--- config.mk ---
export PLATFORM = sky130hd
export DESIGN_NAME = cosi_ctrl
export DESIGN_NICKNAME = d
export VERILOG_FILES = /design/src/rtl/cosi_pkg.sv /design/src/rtl/cosi_sync.sv /design/src/rtl/cosi_match.sv /design/src/rtl/cosi_regfile.sv /design/src/rtl/cosi_core.sv /design/src/rtl/cosi_ctrl.sv
export SDC_FILE = /design/constraint.sdc
export NUM_CORES = 1
export LEC_CHECK = 0
export BUFFER_PORTS_ARGS = -buffer_cell sky130_fd_sc_hd__clkbuf_2
export CAP_MARGIN = 20
export CORE_UTILIZATION = 52
export CTS_BUF_LIST = sky130_fd_sc_hd__clkbuf_2 sky130_fd_sc_hd__clkbuf_4 sky130_fd_sc_hd__clkbuf_8
export CTS_CLUSTER_DIAMETER = 120
export DETAILED_ROUTE_END_ITERATION = 10
export PLACE_DENSITY = 0.89
export RECOVER_POWER = 25
export SYNTH_ARGS = -nofsm -noshare
export SYNTH_HDL_FRONTEND = slang
export SYNTH_SLANG_ARGS = --single-unit
--- constraint.sdc ---
create_clock -name clk -period 2.1 [get_ports clk]
set_input_delay 0.105 -clock clk [delete_from_list [all_inputs] [get_ports clk]]
set_output_delay 0.105 -clock clk [all_outputs]
set_load 0.005 [all_outputs]
--- src/rtl/cosi_pkg.sv ---
package cosi_pkg;

  // word indices of the register map (byte address = index * 4)
  localparam int unsigned WORD_DATA      = 0;
  localparam int unsigned WORD_RISE_HIGH = 1;
  localparam int unsigned WORD_FALL_LOW  = 2;
  localparam int unsigned WORD_STATUS    = 3;
  localparam int unsigned WORD_CTRL      = 4;

  // control word bit positions
  localparam int unsigned CTRL_EN_BIT  = 2;
  localparam int unsigned CTRL_AND_BIT = 1;

  // mask with ones on channels lo..hi
  function automatic logic [63:0] chan_mask(input int unsigned lo, input int unsigned hi);
    logic [63:0] m;
    m = '0;
    for (int i = 0; i < 64; i++) begin
      if (i >= lo && i <= hi) m[i] = 1'b1;
    end
    return m;
  endfunction

endpackage

--- src/rtl/cosi_sync.sv ---
module cosi_sync #(
  parameter int W      = 32,
  parameter int STAGES = 2
) (
  input  logic         clk,
  input  logic         rst,
  input  logic [W-1:0] d,
  output logic [W-1:0] q
);

  logic [W-1:0] stage [STAGES];

  for (genvar s = 0; s < STAGES; s++) begin : g_stage
    if (s == 0) begin : g_first
      always_ff @(posedge clk) begin
        if (rst) stage[s] <= '0;
        else     stage[s] <= d;
      end
    end else begin : g_next
      always_ff @(posedge clk) begin
        if (rst) stage[s] <= '0;
        else     stage[s] <= stage[s-1];
      end
    end
  end

  assign q = stage[STAGES-1];

endmodule

--- src/rtl/cosi_match.sv ---
module cosi_match #(
  parameter int W  = 32,
  parameter int LO = 4,
  parameter int HI = 19
) (
  input  logic [W-1:0] cur,
  input  logic [W-1:0] prv,
  input  logic [W-1:0] rise_hi,
  input  logic [W-1:0] fall_lo,
  output logic         edge_hit,
  output logic         level_all,
  output logic         sel_moved
);

  logic [W-1:0] edge_v;
  logic [W-1:0] meet_v;
  logic [W-1:0] sel_v;
  logic [W-1:0] move_v;

  for (genvar c = 0; c < W; c++) begin : g_chan
    localparam bit LIVE = (c >= LO) && (c <= HI);
    logic sel_c;
    assign sel_c     = LIVE & (rise_hi[c] | fall_lo[c]);
    assign sel_v[c]  = sel_c;
    assign edge_v[c] = LIVE & ((rise_hi[c] & cur[c] & ~prv[c]) |
                               (fall_lo[c] & ~cur[c] & prv[c]));
    assign meet_v[c] = ~sel_c | (rise_hi[c] & cur[c]) | (fall_lo[c] & ~cur[c]);
    assign move_v[c] = sel_c & (cur[c] ^ prv[c]);
  end

  assign edge_hit  = |edge_v;
  assign level_all = (|sel_v) & (&meet_v);
  assign sel_moved = |move_v;

endmodule

--- src/rtl/cosi_regfile.sv ---
module cosi_regfile
  import cosi_pkg::*;
#(
  parameter int          W      = 32,
  parameter int          ADDR_W = 5,
  parameter logic [W-1:0] MASK  = '0
) (
  input  logic              clk,
  input  logic              rst,
  input  logic              wr_en,
  input  logic              rd_en,
  input  logic [ADDR_W-1:0] addr,
  input  logic [W-1:0]      wdata,
  input  logic [W-1:0]      sync_word,
  input  logic [W-1:0]      status_word,
  output logic [W-1:0]      rdata,
  output logic [W-1:0]      rise_hi_q,
  output logic [W-1:0]      fall_lo_q,
  output logic              ctrl_en,
  output logic              ctrl_and,
  output logic              mode_wr,
  output logic              ctrl_off_wr,
  output logic              status_rd
);

  localparam int IDX_W = ADDR_W - 2;
  localparam logic [IDX_W-1:0] I_DATA = IDX_W'(WORD_DATA);
  localparam logic [IDX_W-1:0] I_RISE = IDX_W'(WORD_RISE_HIGH);
  localparam logic [IDX_W-1:0] I_FALL = IDX_W'(WORD_FALL_LOW);
  localparam logic [IDX_W-1:0] I_STAT = IDX_W'(WORD_STATUS);
  localparam logic [IDX_W-1:0] I_CTRL = IDX_W'(WORD_CTRL);

  logic [IDX_W-1:0] idx;
  logic             aligned;
  logic             wr_ok;
  logic             rd_ok;
  logic [W-1:0]     rd_mux;
  logic [W-1:0]     ctrl_word;

  assign idx     = addr[ADDR_W-1:2];
  assign aligned = (addr[1:0] == 2'b00);
  assign wr_ok   = wr_en & aligned;
  assign rd_ok   = rd_en & aligned;

  assign mode_wr     = wr_ok & ((idx == I_RISE) | (idx == I_FALL));
  assign ctrl_off_wr = wr_ok & (idx == I_CTRL) & ~wdata[CTRL_EN_BIT];
  assign status_rd   = rd_ok & (idx == I_STAT);

  always_comb begin
    ctrl_word = '0;
    ctrl_word[CTRL_EN_BIT]  = ctrl_en;
    ctrl_word[CTRL_AND_BIT] = ctrl_and;
  end

  always_comb begin
    unique case (idx)
      I_DATA:  rd_mux = sync_word;
      I_RISE:  rd_mux = rise_hi_q;
      I_FALL:  rd_mux = fall_lo_q;
      I_STAT:  rd_mux = status_word;
      I_CTRL:  rd_mux = ctrl_word;
      default: rd_mux = '0;
    endcase
  end

  always_ff @(posedge clk) begin
    if (rst) begin
      rise_hi_q <= '0;
      fall_lo_q <= '0;
      ctrl_en   <= 1'b0;
      ctrl_and  <= 1'b0;
      rdata     <= '0;
    end else begin
      if (wr_ok) begin
        if (idx == I_RISE) rise_hi_q <= wdata & MASK;
        if (idx == I_FALL) fall_lo_q <= wdata & MASK;
        if (idx == I_CTRL) begin
          ctrl_en  <= wdata[CTRL_EN_BIT];
          ctrl_and <= wdata[CTRL_AND_BIT];
        end
      end
      if (rd_ok) rdata <= rd_mux;
    end
  end

endmodule

--- src/rtl/cosi_core.sv ---
module cosi_core #(
  parameter int           W    = 32,
  parameter logic [W-1:0] MASK = '0
) (
  input  logic         clk,
  input  logic         rst,
  input  logic         ctrl_en,
  input  logic         ctrl_and,
  input  logic         edge_hit,
  input  logic         level_all,
  input  logic         sel_moved,
  input  logic         ctrl_off_wr,
  input  logic         mode_wr,
  input  logic         status_rd,
  input  logic [W-1:0] cur,
  output logic         hit,
  output logic         irq,
  output logic [W-1:0] status_q
);

  logic pend_q;
  logic armed_q;

  assign hit = ctrl_en & (ctrl_and ? (level_all & armed_q) : edge_hit);
  assign irq = pend_q;

  always_ff @(posedge clk) begin
    if (rst) begin
      pend_q   <= 1'b0;
      armed_q  <= 1'b1;
      status_q <= '0;
    end else begin
      // disable write wins over a same-cycle event
      if (ctrl_off_wr)  pend_q <= 1'b0;
      else if (hit)     pend_q <= 1'b1;

      // a fresh capture wins over the read-to-clear
      if (hit)            status_q <= cur & MASK;
      else if (status_rd) status_q <= '0;

      if (mode_wr)               armed_q <= 1'b1;
      else if (ctrl_and && hit)  armed_q <= 1'b0;
      else if (sel_moved)        armed_q <= 1'b1;
    end
  end

endmodule

--- src/rtl/cosi_ctrl.sv ---
module cosi_ctrl #(
  parameter int W           = 32,
  parameter int ADDR_W      = 5,
  parameter int SYNC_STAGES = 2,
  parameter int CH_LO       = 4,
  parameter int CH_HI       = 19
) (
  input  logic              clk,
  input  logic              rst,
  input  logic [W-1:0]      din,
  input  logic              wr_en,
  input  logic              rd_en,
  input  logic [ADDR_W-1:0] addr,
  input  logic [W-1:0]      wdata,
  output logic [W-1:0]      rdata,
  output logic              irq
);

  localparam logic [W-1:0] MASK = W'(cosi_pkg::chan_mask(CH_LO, CH_HI));

  logic [W-1:0] sync_q;
  logic [W-1:0] prev_q;
  logic [W-1:0] rise_hi_q;
  logic [W-1:0] fall_lo_q;
  logic [W-1:0] status_q;
  logic         ctrl_en;
  logic         ctrl_and;
  logic         mode_wr;
  logic         ctrl_off_wr;
  logic         status_rd;
  logic         edge_hit;
  logic         level_all;
  logic         sel_moved;
  logic         hit;

  cosi_sync #(.W(W), .STAGES(SYNC_STAGES)) i_sync (
    .clk (clk),
    .rst (rst),
    .d   (din),
    .q   (sync_q)
  );

  always_ff @(posedge clk) begin
    if (rst) prev_q <= '0;
    else     prev_q <= sync_q;
  end

  cosi_regfile #(.W(W), .ADDR_W(ADDR_W), .MASK(MASK)) i_regs (
    .clk         (clk),
    .rst         (rst),
    .wr_en       (wr_en),
    .rd_en       (rd_en),
    .addr        (addr),
    .wdata       (wdata),
    .sync_word   (sync_q),
    .status_word (status_q),
    .rdata       (rdata),
    .rise_hi_q   (rise_hi_q),
    .fall_lo_q   (fall_lo_q),
    .ctrl_en     (ctrl_en),
    .ctrl_and    (ctrl_and),
    .mode_wr     (mode_wr),
    .ctrl_off_wr (ctrl_off_wr),
    .status_rd   (status_rd)
  );

  cosi_match #(.W(W), .LO(CH_LO), .HI(CH_HI)) i_match (
    .cur       (sync_q),
    .prv       (prev_q),
    .rise_hi   (rise_hi_q),
    .fall_lo   (fall_lo_q),
    .edge_hit  (edge_hit),
    .level_all (level_all),
    .sel_moved (sel_moved)
  );

  cosi_core #(.W(W), .MASK(MASK)) i_core (
    .clk         (clk),
    .rst         (rst),
    .ctrl_en     (ctrl_en),
    .ctrl_and    (ctrl_and),
    .edge_hit    (edge_hit),
    .level_all   (level_all),
    .sel_moved   (sel_moved),
    .ctrl_off_wr (ctrl_off_wr),
    .mode_wr     (mode_wr),
    .status_rd   (status_rd),
    .cur         (sync_q),
    .hit         (hit),
    .irq         (irq),
    .status_q    (status_q)
  );

endmodule

After elaboration in Yosys (flattened, before gate mapping)
Memory sizes are Yosys's and may differ from the RTL's.
Cells that the tools add are included.
Word-level totals
  RAM bits: 64
  output and inout bits: 33
  flip-flop bits (word level): 104
  bits of input ports: 73
  memories: 1
Memory list
  i_sync.stage: depth 2, bits a word 32, read ports 2, clocked after Yosys merged registers in 0, wr ports 2, line cosi_sync.sv:11  | logic [W-1:0] stage [STAGES];
Operators by class
  reductions and logical operators: 14
  equal/unequal tests: 4
  muxes and demuxes: 11
  bitwise logic cells: 221
Operator list (count)
  $pmux 32 s5: 1
  $and 1x1->1: 89
  $or 1x1->1: 67
  $mux 32: 2
  $not 1->1: 49
  $reduce_or 16->1: 3
  $mux 20: 2
  $reduce_and 16->1: 1
  $xor 1x1->1: 16
  $eq 3x2->1 const B: 2
  $mux 1: 6
  $reduce_and 2->1: 3
  $reduce_bool 2->1: 2
  $reduce_or 2->1: 2
  $eq 3x1->1 const B: 1
  $eq 3x3->1 const B: 1
  $logic_not 3->1: 1
  $logic_not 2->1: 1
  $logic_and 1x1->1: 1

Logic depth before layout (Yosys ltp)
  depth in word-level cells: 11
  gate-level depth with buffers: 8

By module
A second synthesis with hierarchy kept.
Second synthesis, totals
  cell total of the unflattened synthesis: 835
  area total of the unflattened synthesis: 8154.1 µm²
By module, submodules not included
  cosi_regfile: area each 3428.3 µm², instances 1, cells an instance 377
  cosi_sync: area each 1918.1 µm², instances 1, cells an instance 135
  cosi_core: area each 1013.5 µm², instances 1, cells an instance 102
  cosi_match: area each 930.9 µm², instances 1, cells an instance 154
  cosi_ctrl: area each 863.3 µm², instances 1, cells an instance 67

Worst setup path before layout
OpenSTA, ideal clock, no wires.
  path kind: flip-flop to flip-flop
  start: reg prev_q[19]
  end: reg i_core.status_q[12]
  period minus slack after synthesis: 2.064 ns
  path buffers: 1
  slack: 0.036 ns
  arrival time: 1.942 ns
  stages on the path, launching flop included: 9
  setup time: 0.121 ns
  cell sequence: dfxtp_1 > and3b_1 > a2111oi_2 > nand3_1 > nor4_1 > nand2_1 > o211ai_4 > buf_12 > mux2_4
On the way
  word-level cells in the longest chain between the ends: 7
  elaborated cells between the ends (all ways): 9
  classes of those cells: 2 x mux; 5 x bitwise; 2 x reduce/logical
Ends and longest elaborated chain
  start: declaration: line cosi_ctrl.sv:22  | logic [W-1:0] prev_q;
  start signal: assignment: line cosi_ctrl.sv:45  | else prev_q <= sync_q;
  $not 1->1: line cosi_match.sv:25  | assign edge_v[c] = LIVE & ((rise_hi[c] & cur[c] & ~prv[c]) |
  $and 1x1->1: line cosi_match.sv:25
  $or 1x1->1 *: line cosi_match.sv:25
  $reduce_or 16->1 *: line cosi_match.sv:31  | assign edge_hit = |edge_v;
  $mux 1 *: line cosi_core.sv:24  | assign hit = ctrl_en & (ctrl_and ? (level_all & armed_q) : edge_hit);
  $and 1x1->1 *: line cosi_core.sv:24
  $mux 20 / $reduce_bool 2->1 (equally long branches)
  end signal: assignment: line cosi_core.sv:38  | if (hit) status_q <= cur & MASK;
  end: declaration: line cosi_core.sv:18  | output logic [W-1:0] status_q
Mark *: on every way between the ends. The rest lies on a longest branch, timed or not.
A chain may end at the register's enable or synchronous reset.

Final worst setup path
  start: reg i_regs.fall_lo_q[14]
  end: reg i_core.status_q[4]
On the way
  word-level cells in the longest chain between the ends: 10
  elaborated cells between the ends (all ways): 16
  classes of those cells: 2 x mux; 10 x bitwise; 4 x reduce/logical
Ends and longest elaborated chain
  start: declaration: line cosi_regfile.sv:18  | output logic [W-1:0] fall_lo_q,
  start signal: assignment: line cosi_regfile.sv:76  | if (idx == I_FALL) fall_lo_q <= wdata & MASK;
  $or 1x1->1: line cosi_match.sv:23  | assign sel_c = LIVE & (rise_hi[c] | fall_lo[c]);
  $not 1->1: line cosi_match.sv:27  | assign meet_v[c] = ~sel_c | (rise_hi[c] & cur[c]) | (fall_lo[c] & ~cur[c]);
  $or 1x1->1 (2 in a row): line cosi_match.sv:27
  $reduce_and 16->1: line cosi_match.sv:32  | assign level_all = (|sel_v) & (&meet_v);
  $and 1x1->1: line cosi_match.sv:32
  $and 1x1->1: line cosi_core.sv:24
  $mux 1 *: line cosi_core.sv:24
  $and 1x1->1 *: line cosi_core.sv:24
  $mux 20 / $reduce_bool 2->1 (equally long branches)
Marks and branches as above.

==> metrics.cfg <==
[worst_setup_path]
crit_buf_inv=2
crit_path_top_delay_cell=dfxtp_2
worstSetupStartpointType=flip-flop
worstPathRequired_ns=2.46
crit_family=simple AND/OR/NAND/NOR gates
cpMostUsedCell=nand2_1
path_cells=buf_4, nand3b_1, nand2_1, a211o_1, nor4_2, nand2_1, o211ai_4, buf_12, mux2_2
worstSetupPathType=flip-flop to flip-flop
end_kind=flip-flop
critPathMaxFanout=9
arrival_ns=2.51
crit_path_max_incr_delay_ns=0.35

[logic_synthesis]
synth_top_family_by_area=simple AND/OR/NAND/NOR gates
postSynth.asyncResetShare=0
synth_nets=776
ys_top_cells_by_area=dfxtp_1, nor2b_1, a22oi_1, a21oi_1, nand2_1
synthMuxAreaShare=0.0388
syn_area_mm2=0.00646
yosys_warnings=0
synth.most_common_cell=dfxtp_1
ys.flop_type=dfxtp_1
ys_seq_area_frac=0.508
synth_top_area_cell=dfxtp_1
synth_fa_ha_area_frac=0
synthXorXnorAreaFrac=0.0176
synth-compound-area-share=0.149
yosys-top-cells-count=dfxtp_1, nor2b_1, nand2_1, a21oi_1, a22oi_1
synth_area_per_cell_um2=9.19
synth_edf_count=0
ys_ff_latch=164
yosys.area_share.simple=0.257
synth_top_area_share=0.508
ys_types=36
synthCells=703

[min_path]
holdCritPathClass=input pin to flip-flop

[routing]
drc=0
drt-vias-per-instance=5.49
vias=5926
antenna_left=0
routedWlPerCell_um=17.2
drt_pass1_iterations=5
drt_iter0_drc=569
drt-total-wl_um=18600

[cts]
cts.path.max_buffers=2
clock-root-buffer=clkbuf_8
post-cts-setup-buffer-count=0
clk_pin_slew_worst_paths_ns=0.10
htreeDepth=4
clk_latency_ns=0.47
cts.sinks=164
cts_tree=done
numCtsBuffers=17

[final_layout]
multiInputGateArea_mm2=0.00310
drive_above_1_share=0.240
num_antenna_cells=0
design_area_mm2=0.00856
utilization=0.710
seqCellArea_mm2=0.00330
area_delta_synth_final_pct=32.6
fillers=851
final_nets=972

[placed_design]
place_area_mm2=0.00753
port_buffers=91
gp_congestion=0.965
hpwl_um=12600

[outcome]
failed_checks=negative setup slack
outcome=complete, but fails checks

[floorplanning]
die_h_um=113
die_area_mm2=0.0129
ios=106
initial_core_util=0.535
fp.dieW_um=113
core_mm2=0.0121
num_rows=40

[timing]
fin_skew_ns=0.0152
clock.fmax_ghz=0.466
rsz0062_at_grt=yes
worst_slack_ns=-0.0473
setup_viol=16
timing.hold.ws_ns=0.0840
finalSetupTns_ns=-0.504
drv_slew=0
period_minus_slack_ns=2.15
timing.final.crit_share=1.02
maxSlewHeadroom=0.499
finalHoldViolations=0
worst_pin_slew_ns=0.752

[global_routing]
grt_start_max_net_pins=54
grt_pass1_vias=5591
grt_pass1_wl_um=29100
grt_usage=0.299
antenna_found_initial=0
gr-total-overflow=0

[power]
totalPowerFinal_mw=5.87
peakVddDrop_mv=0.784
p_per_area_mw_per_mm2=686
leakage_nw=3.50

[job]
max_cap_violations=0

-- layout by cell type (no fill, tap or decap), types with 6 or more instances in the layout --
cell type and instances:
and3b_1 6, dlygate4sd3_1 52, o21ai_0 16, o22ai_1 12, nand4_1 10, xor2_1 12
clkbuf_2 74, dfxtp_2 8, nor2_1 42, nor4_1 7, a21oi_1 66, nand2_1 80
dfxtp_1 155, nor4_2 6, buf_4 68, a22oi_1 46, nor2b_1 83, clkbuf_1 18
nand3b_1 23, and2_1 17, nand2b_1 14, inv_1 7, clkbuf_8 18, mux2_4 11
-- final timing paths --
path | from | endpoint | slack [ns] | depth (start not counted)
max reg2reg | i_regs.fall_lo_q[14] | i_core.status_q[4] | -0.05 | 9
min reg2reg | i_sync.stage[0][15] | i_sync.stage[1][15] | 0.43 | 1
min | addr[2] | i_regs.rdata[1] | 0.08 | 4
max | i_regs.fall_lo_q[14] | i_core.status_q[4] | -0.05 | 9
-- routing by layer --
metal	routed length, um	track usage	vias up
met5	0	0	-
met4	472	0.113	0
met3	1400	0.0659	40
met2	8900	0.486	259
met1	7830	0.391	2792
li1	-	-	2835
-- cell type report --
cell class	count	area share
clock inverter	14	0.0187
clock buffer	18	0.0289
inverter	7	0.00307
sequential	164	0.385
tap	168	0.0246
multi-input combinational	494	0.362
timing repair buffer	215	0.178
-- cell families (layout without fill, tap and decap cells) --
logic type	after synthesis	count (layout)
buffers and inverters	45	254
DFF	164	164
muxes	20	20
xor gates and xnor gates	13	13
and+or+nand+nor	307	307
AOI/OAI and AO/OA	154	154
-- power breakdown --
group	leakage [nW]	total (mW)	internal (mW)	switching (mW)
registers	1.34	3.22	3.18	0.0433
clock network	0.205	2.24	0.928	1.31
logic	1.95	0.413	0.211	0.202
-- what timing repair did --
item	4_1_cts	5_1_grt
hold buffers	52	0
setup endpoints to repair	16	17
resized for setup	10	21
pin swaps	5	4
endpoints found under the hold margin	77	0
-- worst reg2reg max path: cells and delay by family, from the launching register on --
| kind | cells | cell delay [ns] |
|---|---|---|
| and+or+nand+nor | 4 | 0.65 |
| buffers and inverters | 2 | 0.33 |
| muxes | 1 | 0.33 |
| AOI/OAI and AO/OA | 2 | 0.39 |
| DFF | 1 | 0.35 |
-- through the flow --
| step | setup WS [ns] | std cells |
|---|---|---|
| floorplan | 0.0362 | 703 |
| global placement | -0.0652 | 996 |
| detailed placement | -0.154 | 996 |
| CTS | -0.00496 | 1080 |
| global route | -0.0814 | 1080 |
| finish | -0.0473 | 1080 |
-- registers in the layout (all words and copies together), names as in the netlist, 16 cells and up --
name and flops:
i_core.status_q 16, i_regs.rise_hi_q 16, i_regs.rdata 32, i_regs.fall_lo_q 16
i_sync.stage 64, prev_q 16
No activity file was read; power rests on OpenSTA's default activity.
